## src/rtl/cseg_pkg.sv

```systemverilog
package cseg_pkg;
  localparam int ADDR_W     = 32;
  localparam int SEL_W      = 16;
  localparam int SEG_SHIFT  = 4;
  localparam int REAL_OFF_W = 16;

  typedef logic [ADDR_W-1:0] addr_t;
  typedef logic [SEL_W-1:0]  sel_t;

  // Real-mode base: selector moved up by the segment shift
  function automatic addr_t real_base(input sel_t s);
    return addr_t'(s) << SEG_SHIFT;
  endfunction

  // Offset as the address path sees it in the current mode
  function automatic addr_t eff_offset(input addr_t off, input logic prot);
    return prot ? off : addr_t'(off[REAL_OFF_W-1:0]);
  endfunction

  // Linear address, wraps modulo 2^ADDR_W
  function automatic addr_t lin_addr(input addr_t base, input addr_t off);
    return base + off;
  endfunction
endpackage

```

## src/rtl/cseg_shadow.sv

```systemverilog
module cseg_shadow
  import cseg_pkg::*;
#(
  parameter sel_t  RST_SEL    = 16'hF000,
  parameter addr_t RST_BASE   = 32'hFFFF_0000,
  parameter addr_t RST_LIMIT  = 32'h0000_FFFF,
  parameter addr_t REAL_LIMIT = 32'h0000_FFFF
) (
  input  logic  clk,
  input  logic  rst_n,
  input  logic  prot_mode,
  input  logic  sel_load,
  input  sel_t  sel_value,
  input  addr_t desc_base,
  input  addr_t desc_limit,
  output sel_t  sel_q,
  output addr_t base_q,
  output addr_t limit_q
);
  addr_t base_next, limit_next;

  always_comb begin
    if (prot_mode) begin
      base_next  = desc_base;
      limit_next = desc_limit;
    end else begin
      base_next  = real_base(sel_value);
      limit_next = REAL_LIMIT;
    end
  end

  always_ff @(posedge clk or negedge rst_n) begin
    if (!rst_n) begin
      sel_q   <= RST_SEL;
      base_q  <= RST_BASE;
      limit_q <= RST_LIMIT;
    end else if (sel_load) begin
      sel_q   <= sel_value;
      base_q  <= base_next;
      limit_q <= limit_next;
    end
  end

  // without a selector load the hidden pair never moves
  p_hidden_hold_r5: assert property (@(posedge clk) disable iff (!rst_n)
    !sel_load |=> ($stable(base_q) && $stable(limit_q) && $stable(sel_q)));

  // real-mode load derives base from selector
  p_real_load_r3: assert property (@(posedge clk) disable iff (!rst_n)
    (sel_load && !prot_mode) |=>
      (base_q[SEG_SHIFT-1:0] == '0) &&
      (base_q[SEG_SHIFT +: SEL_W] == $past(sel_value)) &&
      (limit_q == REAL_LIMIT));

  // protected-mode load copies descriptor values
  p_prot_load_r4: assert property (@(posedge clk) disable iff (!rst_n)
    (sel_load && prot_mode) |=>
      (base_q == $past(desc_base)) && (limit_q == $past(desc_limit)) &&
      (sel_q == $past(sel_value)));
endmodule

```

## src/rtl/cseg_ip.sv

```systemverilog
module cseg_ip
  import cseg_pkg::*;
#(
  parameter addr_t RST_OFF = 32'h0000_FFF0
) (
  input  logic  clk,
  input  logic  rst_n,
  input  logic  ip_load,
  input  addr_t ip_value,
  output addr_t off_q
);
  always_ff @(posedge clk or negedge rst_n) begin
    if (!rst_n)       off_q <= RST_OFF;
    else if (ip_load) off_q <= ip_value;
  end

  // offset only changes through its own strobe
  p_off_hold_r6: assert property (@(posedge clk) disable iff (!rst_n)
    !ip_load |=> $stable(off_q));

  p_off_load_r6: assert property (@(posedge clk) disable iff (!rst_n)
    ip_load |=> (off_q == $past(ip_value)));
endmodule

```

## src/rtl/cseg_fetch.sv

```systemverilog
module cseg_fetch
  import cseg_pkg::*;
(
  input  logic  prot_mode,
  input  addr_t base,
  input  addr_t limit,
  input  addr_t off,
  output addr_t fetch_addr,
  output logic  over_limit
);
  addr_t eff;

  always_comb begin
    eff        = eff_offset(off, prot_mode);
    fetch_addr = lin_addr(base, eff);
    over_limit = (eff > limit);
  end
endmodule

```

## src/rtl/codeseg_unit.sv

```systemverilog
module codeseg_unit
  import cseg_pkg::*;
#(
  parameter sel_t  RST_SEL    = 16'hF000,
  parameter addr_t RST_BASE   = 32'hFFFF_0000,
  parameter addr_t RST_LIMIT  = 32'h0000_FFFF,
  parameter addr_t RST_OFF    = 32'h0000_FFF0,
  parameter addr_t REAL_LIMIT = 32'h0000_FFFF
) (
  input  logic        clk,
  input  logic        rst_n,
  input  logic        prot_mode,
  input  logic        sel_load,
  input  logic [15:0] sel_value,
  input  logic [31:0] desc_base,
  input  logic [31:0] desc_limit,
  input  logic        ip_load,
  input  logic [31:0] ip_value,
  output logic [15:0] seg_sel,
  output logic [31:0] seg_base,
  output logic [31:0] seg_limit,
  output logic [31:0] ip_off,
  output logic [31:0] fetch_addr,
  output logic        limit_fault
);
  sel_t  sel_w;
  addr_t base_w, limit_w, off_w, addr_w;
  logic  over_w;

  cseg_shadow #(
    .RST_SEL(RST_SEL), .RST_BASE(RST_BASE),
    .RST_LIMIT(RST_LIMIT), .REAL_LIMIT(REAL_LIMIT)
  ) u_shadow (
    .clk(clk), .rst_n(rst_n), .prot_mode(prot_mode),
    .sel_load(sel_load), .sel_value(sel_value),
    .desc_base(desc_base), .desc_limit(desc_limit),
    .sel_q(sel_w), .base_q(base_w), .limit_q(limit_w)
  );

  cseg_ip #(.RST_OFF(RST_OFF)) u_ip (
    .clk(clk), .rst_n(rst_n), .ip_load(ip_load),
    .ip_value(ip_value), .off_q(off_w)
  );

  cseg_fetch u_fetch (
    .prot_mode(prot_mode), .base(base_w), .limit(limit_w),
    .off(off_w), .fetch_addr(addr_w), .over_limit(over_w)
  );

  assign seg_sel     = sel_w;
  assign seg_base    = base_w;
  assign seg_limit   = limit_w;
  assign ip_off      = off_w;
  assign fetch_addr  = addr_w;
  assign limit_fault = over_w;

  // a near jump keeps whatever base is cached
  p_near_keeps_base_r6: assert property (@(posedge clk) disable iff (!rst_n)
    (ip_load && !sel_load) |=> $stable(base_w));

  // a fault leaves the stored state alone when no strobe is present
  p_fault_no_effect_r8: assert property (@(posedge clk) disable iff (!rst_n)
    (over_w && !sel_load && !ip_load) |=> ($stable(base_w) && $stable(off_w)));

  // both strobes together land on the same edge
  p_joint_load_r10: assert property (@(posedge clk) disable iff (!rst_n)
    (sel_load && ip_load) |=>
      (sel_w == $past(sel_value)) && (off_w == $past(ip_value)));
endmodule

```

## config.mk

```make
export PLATFORM = sky130hd
export DESIGN_NAME = codeseg_unit
export DESIGN_NICKNAME = d
export VERILOG_FILES = /design/src/rtl/cseg_pkg.sv /design/src/rtl/cseg_shadow.sv /design/src/rtl/cseg_ip.sv /design/src/rtl/cseg_fetch.sv /design/src/rtl/codeseg_unit.sv
export SDC_FILE = /design/constraint.sdc
export NUM_CORES = 1
export LEC_CHECK = 0
export BUFFER_PORTS_ARGS = -buffer_cell sky130_fd_sc_hd__clkbuf_2
export CORE_ASPECT_RATIO = 0.8
export CORE_MARGIN = 2
export CORE_UTILIZATION = 40
export CTS_BUF_LIST = sky130_fd_sc_hd__clkbuf_16
export CTS_CLUSTER_DIAMETER = 80
export DETAILED_ROUTE_END_ITERATION = 16
export PLACE_DENSITY = 0.66
export SLEW_MARGIN = 10
export SYNTH_ARGS = -nofsm -noshare
export SYNTH_HDL_FRONTEND = slang
export SYNTH_SLANG_ARGS = --single-unit
```

## constraint.sdc

```tcl
create_clock -name clk -period 8.05 [get_ports clk]
set_clock_uncertainty 0.1 [all_clocks]
set_input_delay 2.0125 -clock clk [delete_from_list [all_inputs] [get_ports clk]]
set_output_delay 2.0125 -clock clk [all_outputs]
set_load 0.01 [all_outputs]
```

Word level (Yosys, flattened, before mapping):

Index checks and enable logic that the tools add are counted.

* mux-type cells: 3
* shift operators: 0
* equality and inequality tests: 0
* reductions and logical operators: 0
* add/sub/neg operators: 1
* bitwise operators: 0
* multiply operators: 0
* $lt $le $gt $ge: 1
* divide/modulo/power cells: 0

Operators by type and width (number)
* $mux 32: 3
* $add 32x32->32: 1
* $gt 32x32->1: 1

* latch bits: 0
* bits in read-only memories: 0
* register bits after elaboration: 112
* RAM bits: 0
* memories kept: 0
* output and inout bits: 145
* logic and storage cells: 9
* input port bits: 117

Longest topological paths before layout:

* depth after elaboration: 2
* mapped depth: 14
* mapped depth without buffers: 9

By module:

Synthesis repeated with hierarchy kept, for this count alone.

* cell total of the unflattened synthesis: 795
* area total of the unflattened synthesis: 7653.6 µm²

Modules (own cells, without submodules)
* cseg_shadow: cells an instance 311, sequential area each 2047.0 µm², instances 1, area an instance 3385.7 µm²
* cseg_fetch: cells an instance 416, sequential area each 0.0 µm², instances 1, area an instance 2907.8 µm²
* cseg_ip: cells an instance 68, sequential area each 815.8 µm², instances 1, area an instance 1360.1 µm²

Least setup slack after synthesis:

OpenSTA, ideal clock, no wires.

* kind: input to output
* from: input port prot_mode
* to: output port fetch_addr[31]
* path buffers: 5
* required time: 5.938 ns
* arrival: 4.641 ns
* path slack: 1.296 ns
* cell stages on the path: 14
* path through: buf_2 -> buf_2 -> buf_2 -> clkbuf_1 -> and2_1 -> ha_1 -> clkbuf_1 -> a21o_1 -> maj3_1 -> nand3_1 -> a21oi_1 -> nor3_2 -> o21ai_1 -> xnor2_1

* word-level cells in the longest chain between the ends: 2

Ends and longest elaborated chain
* start: declaration: line codeseg_unit.sv:12 `input logic prot_mode,`
* $mux 32: line cseg_pkg.sv:17 `return prot ? off : addr_t'(off[REAL_OFF_W-1:0]);`
* $add 32x32->32: line cseg_pkg.sv:22 `return base + off;`
* end: declaration: line codeseg_unit.sv:23 `output logic [31:0] fetch_addr,`

Every way passes these cells.

Final worst setup path:

Ends and elaborated chain as after synthesis.

==> key figures <==
Pwr
  • Sw frac: 37.65%
  • Psw: a little under 700 µW
  • Reg power frac: 38.8%
  • Clock network fraction of total power: a little over a quarter
  • IR Drop Worst-Case VDD: 0.1026 mV
  • Leakage: 0.004472 µW
  • PD cells: 197.7 mW/mm²
  • Power share of the combinational group: a little over a third
  • Final Power: between 1500 and 2000 µW
  • Cell internal pwr: 1128 µW

Run status
  • Status: finished clean

STA
  • Min Tclk post-route: between 6000 and 7000 ps
  • Setup Total Neg Slack: 0 ps
  • Slew headroom: 28.61%
  • Min Hold Slack: 385.3 ps
  • Worst-Margin Slew: 1071 ps
  • Achievable Freq: 149.2 MHz
  • Slew Viols, Final: 0
  • Fin. Hold Viols: 0
  • Endpoints failing setup: 0
  • RSZ-0062 raised after global routing: false
  • Crit share post-route: a little over four fifths

Hold path
  • Hold crit path type: register to register
  • Hold_sp: u_shadow.limit_q[0]

Clocking
  • Clock Sink Count: about 110
  • CTS tree: built
  • # H-tree levels: 3
  • Cts hold-fix bufs: 0
  • Root buffer cell: clkbuf_16
  • Worst-skew pair later-pin latency: 350 ps
  • Post-CTS resize count: 0
  • Max Root-Sink Buffers: 2
  • Post-CTS setup buffers: 0
  • CTS Buf Count: 9
  • Clock transition at path regs: about 70 ps

Detailed routing
  • Drt total wl: between 20 and 25 mm
  • DRC viols: 0
  • Via density: around 5.4
  • Vias: 6798
  • WL/cell: between 15 and 20 µm
  • DR iter-0 viols: between 500 and 600
  • Final antenna-violating net count: 0
  • First-pass DRT Iterations: 5

Placed design
  • GP Congestion: 0.9283
  • Dpl hpwl: approximately 18 mm
  • I/O Buffers: roughly 260

Setup path
  • Arr. time, crit path: 4590 ps
  • Crit Path Class: primary input to output port
  • Worst r2r src: u_shadow.base_q[21]
  • Crit path launch type: primary input
  • Crit. Startpoint: prot_mode
  • Worst path required time: between 5000 and 6000 ps
  • Max FO, Critical Path: 30
  • Setup crit end kind: output port

Die
  • Die height: between 100 and 150 µm
  • Core Region: ~0.018 mm²
  • Die X: ~160 µm
  • Rows: 44
  • Initial Utilization: roughly two fifths
  • Die area: slightly below 0.02 mm²
  • IO Count: 262

Synth
  • Mapped Nets: just under 1k
  • Compound-gate portion of the synthesized area: approximately 20%
  • Synth Flop Type: dfrtp_1
  • Synthesized flop and latch total: around 110
  • Warnings from Yosys: 0
  • Cell Area, Synth: 0.007427 mm²
  • Adder-cell share of the synthesized area: under 10%
  • Post-Synth Simple-Gate Area: about 12%
  • Share of flip-flops with an asynchronous set or reset: 100.0%
  • Largest family of logic cells by synthesized area: compound AO/OA/AOI/OAI gates
  • Synth Area per Inst: 9.331 µm²
  • Post-Synthesis Cells: 796
  • Post-Synth XOR/XNOR Area: ~4.6%
  • Count of cell types in the netlist: 75
  • Multiplexer share of the synthesized area: roughly a tenth
  • Post-synth EDFFs: 0
  • Sequential area share after synthesis: ~39%

Final layout
  • Most frequent cells in the layout: clkbuf_2 (258), o21ai_0 (82), dfrtp_1 (64)
  • Nets: 1191
  • Share of layout cells above drive strength 1: a little under two fifths
  • Commonest non-fill, non-tap cell in the layout: clkbuf_2
  • Layout Area Growth over Synthesis: 23.21%
  • Diode count: 0

Global route
  • First-pass GRT wire length: approximately 36 mm
  • GRT Total Usage: roughly a quarter
  • Vias in the first global route: 6456
  • Antenna violations before repair: 0
  • Layer with the highest usage: met1
  • Met3 layer usage reported by global route: under 10%
  • Met2 Usage GRT: between 30% and 40%
  • Congestion Overflow GR: 0
  • Largest net degree at the start of global routing: 86
  • Met1 Use GR: between 30 and 40%

Run
  • # Max-Cap Violations: 0
routing by layer:
metal / vias to the layer above / routed length, µm
li1: 3316 / -
met1: 3185 / 11440
met2: 280 / 9429
met3: 17 / 1865
met4: 0 / 304
met5: - / 0
layout make-up:
type / count / area [µm²]
clock buffer: 9 / 225.2
clock inverter: 7 / 80.08
fill: 1747 / 9016
inverter: 57 / 214.0
multi-input combinational: 574 / 4130
sequential: 112 / 2863
tap: 230 / 287.8
timing repair buffer: 266 / 1351
synthesized netlist by cell type, drive strengths merged (2+ instances only):
cell type / number / share of area (%)
o21a: 6 / 0.61
o31ai: 3 / 0.30
and2: 16 / 1.4
dfstp: 48 / 17
a211oi: 3 / 0.37
xor2: 13 / 1.5
mux2: 48 / 7.3
and4: 2 / 0.24
o21ai: 86 / 5.8
and3: 8 / 0.67
a31o: 3 / 0.35
nor4: 2 / 0.17
nand3: 42 / 2.8
a31oi: 18 / 1.5
nand4: 10 / 0.84
maj3: 4 / 0.54
or3: 2 / 0.17
a41oi: 2 / 0.24
mux2i: 17 / 2.3
buf: 20 / 1.3
o311a: 2 / 0.27
nand2b: 2 / 0.17
clkbuf: 33 / 1.7
or2: 2 / 0.17
xnor2: 26 / 3.1
a21boi: 2 / 0.20
a311oi: 2 / 0.24
nor3: 7 / 0.54
ha: 53 / 8.9
o32ai: 3 / 0.35
o211ai: 4 / 0.40
nor2b: 6 / 0.51
nand2: 30 / 1.5
o31a: 2 / 0.24
inv: 57 / 2.9
o22ai: 3 / 0.25
a21o: 22 / 2.2
a21oi: 56 / 3.8
o221ai: 3 / 0.35
nor2: 41 / 2.1
dfrtp: 64 / 22
sequential cells by signal, indices dropped and copies added, names as in the netlist:
name	cells
u_shadow.sel_q	16
u_shadow.base_q	32
u_ip.off_q	32
u_shadow.limit_q	32
worst max-delay path: stages:
cell,delay [ps]
buf_4,330
and2_1,220
ha_1,330
a21o_1,270
maj3_1,350
nand3_1,100
a21oi_1,90
nor3_2,380
o21ai_1,160
xnor2_1,170
clkbuf_2,150
power groups by stage:
stage / Sequential, µW / Combinational (µW) / Clock [µW]
floorplan: 705 / 380 / 0
global placement: 711 / 629 / 0
detailed placement: 711 / 633 / 0
CTS: 701 / 637 / 491
global route: 713 / 701 / 510
finish: 702 / 635 / 472
final timing paths:
kind / cells past startpoint / to / slack, ps
setup reg to reg: 2 / u_shadow.base_q[21] / 6880
max in group asynchronous: 2 / u_shadow.sel_q[0] / 4970
min in group asynchronous: 1 / u_ip.off_q[3] / 1540
hold reg to reg: 2 / u_shadow.limit_q[0] / 390
setup / recovery: 11 / fetch_addr[31] / 1350
hold / removal: 2 / u_shadow.limit_q[0] / 390
kinds of logic (layout without fill, tap and decap cells):
group,after synthesis,count (layout)
xor+xnor,39,39
simple gates,177,177
buf+inv,110,339
fa+ha+maj,58,58
compound gates,235,235
flops,112,112
mux,65,65
stage by stage:
stage | utilization, % | worst slack (ps) | cell area, µm² | cells
2_1_floorplan | - | 1296 | 7427 | 796
3_3_place_gp | 48.69 | 1405 | 8846 | 1239
3_5_place_dp | 48.69 | 1362 | 8846 | 1239
4_1_cts | 50.37 | 1350 | 9151 | 1255
5_1_grt | 50.37 | 1153 | 9151 | 1255
6_report | 50.37 | 1346 | 9151 | 1255
(Power assumes the default switching activity.)
